## config.mk

```make
export PLATFORM = sky130hd
export DESIGN_NAME = eq_carry_cmp
export DESIGN_NICKNAME = d
export VERILOG_FILES = /design/src/rtl/cmp_pkg.sv /design/src/rtl/lut_cell.sv /design/src/rtl/carry_mux.sv /design/src/rtl/eq_chain.sv /design/src/rtl/eq_carry_cmp.sv
export SDC_FILE = /design/constraint.sdc
export NUM_CORES = 1
export LEC_CHECK = 0
export BUFFER_PORTS_ARGS = -buffer_cell sky130_fd_sc_hd__buf_2
export CAP_MARGIN = 15
export CORE_AREA = 2 2 39 41
export DETAILED_ROUTE_END_ITERATION = 7
export DIE_AREA = 0 0 41 43
export PLACE_DENSITY = 0.8
export SLEW_MARGIN = 20
export SYNTH_ARGS = -nofsm -noshare
export SYNTH_HDL_FRONTEND = slang
export SYNTH_SLANG_ARGS = --single-unit
```

## constraint.sdc

```tcl
create_clock -name vclk -period 2
set_input_delay 0.2 -clock vclk [all_inputs]
set_output_delay 0.2 -clock vclk [all_outputs]
set_load 0.02 [all_outputs]
```

## src/rtl/cmp_pkg.sv

```systemverilog
package cmp_pkg;
  localparam logic [15:0] LUT_EQ1 = 16'h0009;
  localparam logic [15:0] LUT_NE1 = 16'h0006;
  localparam logic [15:0] LUT_EQ2 = 16'h9009;
  localparam logic [15:0] LUT_NE2 = 16'h6FF6;
endpackage

```

## src/rtl/lut_cell.sv

```systemverilog
module lut_cell #(
  parameter logic [15:0] INIT = 16'h0000
) (
  input  logic i0,
  input  logic i1,
  input  logic i2,
  input  logic i3,
  output logic o
);
  always_comb o = INIT[{i3, i2, i1, i0}];
endmodule

```

## src/rtl/carry_mux.sv

```systemverilog
module carry_mux (
  input  logic sel_i,
  input  logic ci_i,
  input  logic di_i,
  output logic co_o
);
  // select high propagates carry from below
  always_comb co_o = sel_i ? ci_i : di_i;
endmodule

```

## src/rtl/eq_chain.sv

```systemverilog
module eq_chain #(
  parameter int unsigned WIDTH   = 8,
  parameter bit          NE_MODE = 1'b0
) (
  input  logic [WIDTH-1:0] a_i,
  input  logic [WIDTH-1:0] b_i,
  output logic             q_o
);
  import cmp_pkg::*;

  localparam int unsigned NSLICE = (WIDTH + 1) / 2;
  localparam logic        DI_VAL = NE_MODE ? 1'b1 : 1'b0;
  localparam logic        CI_VAL = NE_MODE ? 1'b0 : 1'b1;

  logic [NSLICE-1:0] sel;
  logic [NSLICE:0]   carry;

  assign carry[0] = CI_VAL;

  for (genvar k = 0; k < NSLICE; k++) begin : g_slice
    if (2*k + 1 < WIDTH) begin : g_pair
      lut_cell #(.INIT(LUT_EQ2)) u_lut (
        .i0(a_i[2*k]), .i1(b_i[2*k]), .i2(a_i[2*k+1]), .i3(b_i[2*k+1]),
        .o (sel[k])
      );
      always_comb begin
        a_r4_pair_match: assert (sel[k] == (a_i[2*k+1:2*k] == b_i[2*k+1:2*k]))
          else $error("pair lookup mismatch at slice %0d", k);
      end
    end else begin : g_single
      lut_cell #(.INIT(LUT_EQ1)) u_lut (
        .i0(a_i[2*k]), .i1(b_i[2*k]), .i2(1'b0), .i3(1'b0),
        .o (sel[k])
      );
      always_comb begin
        a_r6_top_bit_match: assert (sel[k] == (a_i[2*k] == b_i[2*k]))
          else $error("top single-bit lookup wrong");
      end
    end

    carry_mux u_mux (
      .sel_i(sel[k]),
      .ci_i (carry[k]),
      .di_i (DI_VAL),
      .co_o (carry[k+1])
    );
  end

  assign q_o = carry[NSLICE];

  always_comb begin
    if (!(&sel)) begin
      a_r7_mismatch_forces_di: assert (q_o == DI_VAL)
        else $error("mismatch did not force data constant");
    end else begin
      a_r8_match_passes_ci: assert (q_o == CI_VAL)
        else $error("full match did not pass bottom carry");
    end
  end
endmodule

```

## src/rtl/eq_carry_cmp.sv

```systemverilog
module eq_carry_cmp #(
  parameter int unsigned WIDTH   = 32,
  parameter bit          NE_MODE = 1'b0
) (
  input  logic [WIDTH-1:0] a_i,
  input  logic [WIDTH-1:0] b_i,
  output logic             q_o
);
  import cmp_pkg::*;

  if (WIDTH == 1) begin : g_w1
    lut_cell #(.INIT(NE_MODE ? LUT_NE1 : LUT_EQ1)) u_lut (
      .i0(a_i[0]), .i1(b_i[0]), .i2(1'b0), .i3(1'b0), .o(q_o)
    );
  end else if (WIDTH == 2) begin : g_w2
    lut_cell #(.INIT(NE_MODE ? LUT_NE2 : LUT_EQ2)) u_lut (
      .i0(a_i[0]), .i1(b_i[0]), .i2(a_i[1]), .i3(b_i[1]), .o(q_o)
    );
  end else begin : g_chain
    eq_chain #(.WIDTH(WIDTH), .NE_MODE(NE_MODE)) u_chain (
      .a_i(a_i), .b_i(b_i), .q_o(q_o)
    );
  end

  // end-to-end sense of the result
  always_comb begin
    a_r5_result_sense: assert (q_o == (NE_MODE ? (a_i != b_i) : (a_i == b_i)))
      else $error("comparison result wrong");
  end
endmodule

```

# After elaboration in Yosys (flattened, before gate mapping)

Memory sizes are Yosys's and may differ from the RTL's.
Cells that the tools add are included.

Input bits: 64
Memory bits (read-only): 256
Memories kept: 16
Bits in writable memories: 0
Latch bits: 0
Word-level logic and storage cells: 64
Register bits: 0
Output and inout port bits: 1

Memory list:

| name            | words | bits a word | rd ports | clocked after memory_dff | wr ports | line           | text |
|---|---|---|---|---|---|---|---|
| (no name shown) | 16    | 1           | 1        | 0                        | 0        | lut_cell.sv:10 | `always_comb o = INIT[{i3, i2, i1, i0}];` |
| (no name shown) | 16    | 1           | 1        | 0                        | 0        | lut_cell.sv:10 |  |
| (no name shown) | 16    | 1           | 1        | 0                        | 0        | lut_cell.sv:10 |  |
| (no name shown) | 16    | 1           | 1        | 0                        | 0        | lut_cell.sv:10 |  |
| (no name shown) | 16    | 1           | 1        | 0                        | 0        | lut_cell.sv:10 |  |
| (no name shown) | 16    | 1           | 1        | 0                        | 0        | lut_cell.sv:10 |  |
| +10 memories    | n/a   | n/a         | n/a      | n/a                      | n/a      | n/a            |  |

Shift operators: 0
Equality and inequality tests: 0
Multiplexer cells: 32
Reduce and logical (&&, ||, !) cells: 0
$mul: 0
Bitwise logic cells: 0
Div/mod/pow operators: 0
$add $sub $neg: 0
$lt $le $gt $ge: 16

Operators with widths:

| kind                                                | number |
|---|---|
| < comparator 4 x 5 -> 1 bit (second input constant) | 16 |
| two-way mux 1 bit                                   | 32 |

# Logic depth before layout (Yosys ltp)

Word-level depth: 18
Depth in mapped cells: 4
Depth with buffers taken out: 4

# Hierarchy

From an unflattened synthesis, not the netlist that was laid out.

Cells, all modules: 66
Area total of the unflattened synthesis: 588.1 sq um

Modules (own cells, without submodules):

| module    | cells each | area an instance (sq um) | sequential area each (sq um) | instances |
|---|---|---|---|---|
| lut_cell  | 3          | 21.3                     | 0.0                          | 16 |
| carry_mux | 1          | 15.0                     | 0.0                          | 16 |
| eq_chain  | 2          | 7.5                      | 0.0                          | 1 |

# Least setup slack after synthesis

No wires, ideal clock.

Path type: input to output
Start: in b_i[20]
End: out q_o
Cell stages on the path: 4
Arrival time: 1016 ps
Slack: 784 ps
Buffers on the path: 0
Data required time: 1800 ps
Cell sequence: xor2_1 nor4_1 nand4_1 nor2_1

Longest elaborated chain between the ends: 8

RTL lines:

| element                                 | line              | text |
|---|---|---|
| start, declared                         | eq_carry_cmp.sv:6 | `input logic [WIDTH-1:0] b_i,` |
| memory (16 x 1 bit)                     | n/a               |  |
| two-way mux 1 bit (implied by the code) | lut_cell.sv:10    |  |
| two-way mux 1 bit (6 in series)         | carry_mux.sv:8    | `always_comb co_o = sel_i ? ci_i : di_i;` |
| end, declared                           | eq_carry_cmp.sv:7 | `output logic q_o` |

No other way between the ends. The select of a mux whose other input is x is not followed.

# Worst setup path in the final report

Start: in b_i[16]
End: out q_o

Longest elaborated chain between the ends: 10

RTL lines:

| element                                 | line |
|---|---|
| memory (16 x 1 bit)                     | n/a |
| two-way mux 1 bit (implied by the code) | lut_cell.sv:10 |
| two-way mux 1 bit (8 in series)         | carry_mux.sv:8 |

No other way between the ends. The select of a mux whose other input is x is not followed.

==> impl_metrics.env <==
export IMPL_outcome="finished, final reports clean"
export IMPL_grt_setup_unrepaired="no"
export IMPL_power_total_w=0.000120
export IMPL_critPathKind="input pin to output pin"
export IMPL_slew_headroom_pct=82.0
export IMPL_min_period_over_period_pct=67.5
export IMPL_yosys_top_cells_area="xor2_1, nor4_1, nand4_1, nor2_1"
export IMPL_max_freq_ghz=0.741
export IMPL_start_util_pct=25.0
export IMPL_nNetsFinal=174
export IMPL_yosys_area_share_simple_pct=19.1
export IMPL_power_share_sequential_pct=0
export IMPL_worst_slew_pin_slew_ns=0.267
export IMPL_hold_viol=0
export IMPL_grt_use_met2_pct=28.1
export IMPL_switchingPower_w=0.0000472
export IMPL_critPathSlowestCell="nor4_1"
export IMPL_worstPathRequired_ns=1.80
export IMPL_synth_avg_cell_area_sq_um=8.06
export IMPL_gr_total_overflow=0
export IMPL_path_delay_family="simple AND/OR/NAND/NOR gates"
export IMPL_yosys_area_top_type_share_pct=80.9
export IMPL_cts_setup_buffers=0
export IMPL_dieHeight_um=43
export IMPL_setup_ws_ns=0.650
export IMPL_drc=0
export IMPL_boundaryPins=65
export IMPL_leakagePower_nw=0.399
export IMPL_synth_nets=107
export IMPL_finalCriticalPeriod_ns=1.35
export IMPL_antenna_cells=0
export IMPL_muxShareOfSynthArea_pct=0
export IMPL_die_w_um=41
export IMPL_power_ir_vdd_worst_uv=66.8
export IMPL_io_buffers=65
export IMPL_first_global_vias=529
export IMPL_ys_warn_count=0
export IMPL_crit_top_cell="buf_2"
export IMPL_worst_path_buf_inv=2
export IMPL_hold_class="input pin to output pin"
export IMPL_p_comb_share_pct=100.0
export IMPL_slowest_delay_ns=0.29
export IMPL_yosysUniqueCellTypes=4
export IMPL_viasPerCell=4.30
export IMPL_grt_max_degree=2
export IMPL_place_ws_ns=0.603
export IMPL_maxSlewViolCount=0
export IMPL_dp_hpwl_mm=1.05
export IMPL_fillCellCount=145
export IMPL_cts_hold_buf=0
export IMPL_wirelength_mm=1.08
export IMPL_power_density_nw_per_um2=174
export IMPL_arrival_ns=1.15
export IMPL_ant_nets=0
export IMPL_antenna_found_initial=0
export IMPL_syn_to_final_growth_pct=99.6
export IMPL_regArea_sq_um=0
export IMPL_grtUsageTotal_pct=12.3
export IMPL_yosys_area_share_adder_pct=0
export IMPL_synth_area_sq_um=347
export IMPL_clockBufferCount=0
export IMPL_synth_seq_area_share_pct=0
export IMPL_firstDrtPassIters=4
export IMPL_placementRows=14
export IMPL_top_usage_layer="met2"
export IMPL_met1_usage_pct=8.54
export IMPL_clockPowerShare_pct=0
export IMPL_synth_most_common_cell="xor2_1"
export IMPL_wl_per_cell_um=8.74
export IMPL_critPathCaptureType="output pin"
export IMPL_synth_xor_area_share_pct=80.9
export IMPL_drive_gt1_share_pct=60.2
export IMPL_yosys_area_top_type="xor2_1"
export IMPL_setup_violations=0
export IMPL_synth_cells=43
export IMPL_crit_path_start_kind="input pin"
export IMPL_max_cap_violations=0
export IMPL_finalSetupTns_ns=0
export IMPL_p_sw_share_pct=39.2
export IMPL_gr_usage_met3_pct=1.05
export IMPL_vias=533
export IMPL_nFlopsAndLatches=0
export IMPL_synth_compound_area_share_pct=0
export IMPL_die_area_sq_um=1760
export IMPL_synth_top_family_by_area="XOR/XNOR gates"
export IMPL_path_cells="buf_2 > xor2_1 > nor4_1 > nand4_1 > nor2_1 > buf_2"
export IMPL_core_area_sq_um=1380
export IMPL_place_congestion=0.645
export IMPL_synthTopCellsByCount="xor2_1, nor4_1, nand4_1"
export IMPL_grt_pass1_wl_mm=1.64
export IMPL_cp_max_fo=1
export IMPL_intPower_w=0.0000732
export IMPL_cts_resized=0
export IMPL_first_iter_violations=2
==> metrics by stage <==
stage,utilization (%),hold WS (ns),instances,cell area [sq um]
finish,50.0,0.905,124,692
global route,50.0,0.962,124,692
CTS,50.0,0.919,124,692
detailed placement,50.0,0.919,124,692
global placement,50.0,0.920,124,692
floorplan,-,0.703,43,347
==> layer usage <==
| layer | wire length, um | share of wire, % | vias to the layer above |
|---|---|---|---|
| li1 | - | - | 279 |
| met1 | 308 | 28 | 221 |
| met2 | 631 | 58 | 33 |
| met3 | 144 | 13 | 0 |
| met4 | 0 | 0 | 0 |
| met5 | 0 | 0 | - |
==> layout make-up <==
type | instances | area [sq um] | share of cell area, %
Tap cell | 16 | 20.0 | 2.89
Multi-Input combinational cell | 43 | 347 | 50.1
Timing Repair Buffer | 65 | 325 | 47.0
==> path summary, 6_finish.rpt <==
path | start | end | slack [ns] | cells past startpoint
max | b_i[16] | q_o | 0.65 | 6
min | b_i[27] | q_o | 0.90 | 6
==> cells by family (layout without fill, tap and decap cells) <==
logic type	after synthesis	in the layout
buffers and inverters	0	65
AND/OR/NAND/NOR	11	11
XOR/XNOR	32	32
==> placed cells by master (no fill, tap or decap), drive strengths merged <==
master	n
xor2	32
buf	65
nand4	2
nor4	8
nor2	1
==> power by group through the flow <==
stage	registers [W]	logic (W)	clock network [W]
finish	0	0.000120	0
global route	0	0.000134	0
CTS	0	0.000122	0
detailed placement	0	0.000122	0
global placement	0	0.000117	0
floorplan	0	0.0000453	0
Power figures use the tool's default switching activity.
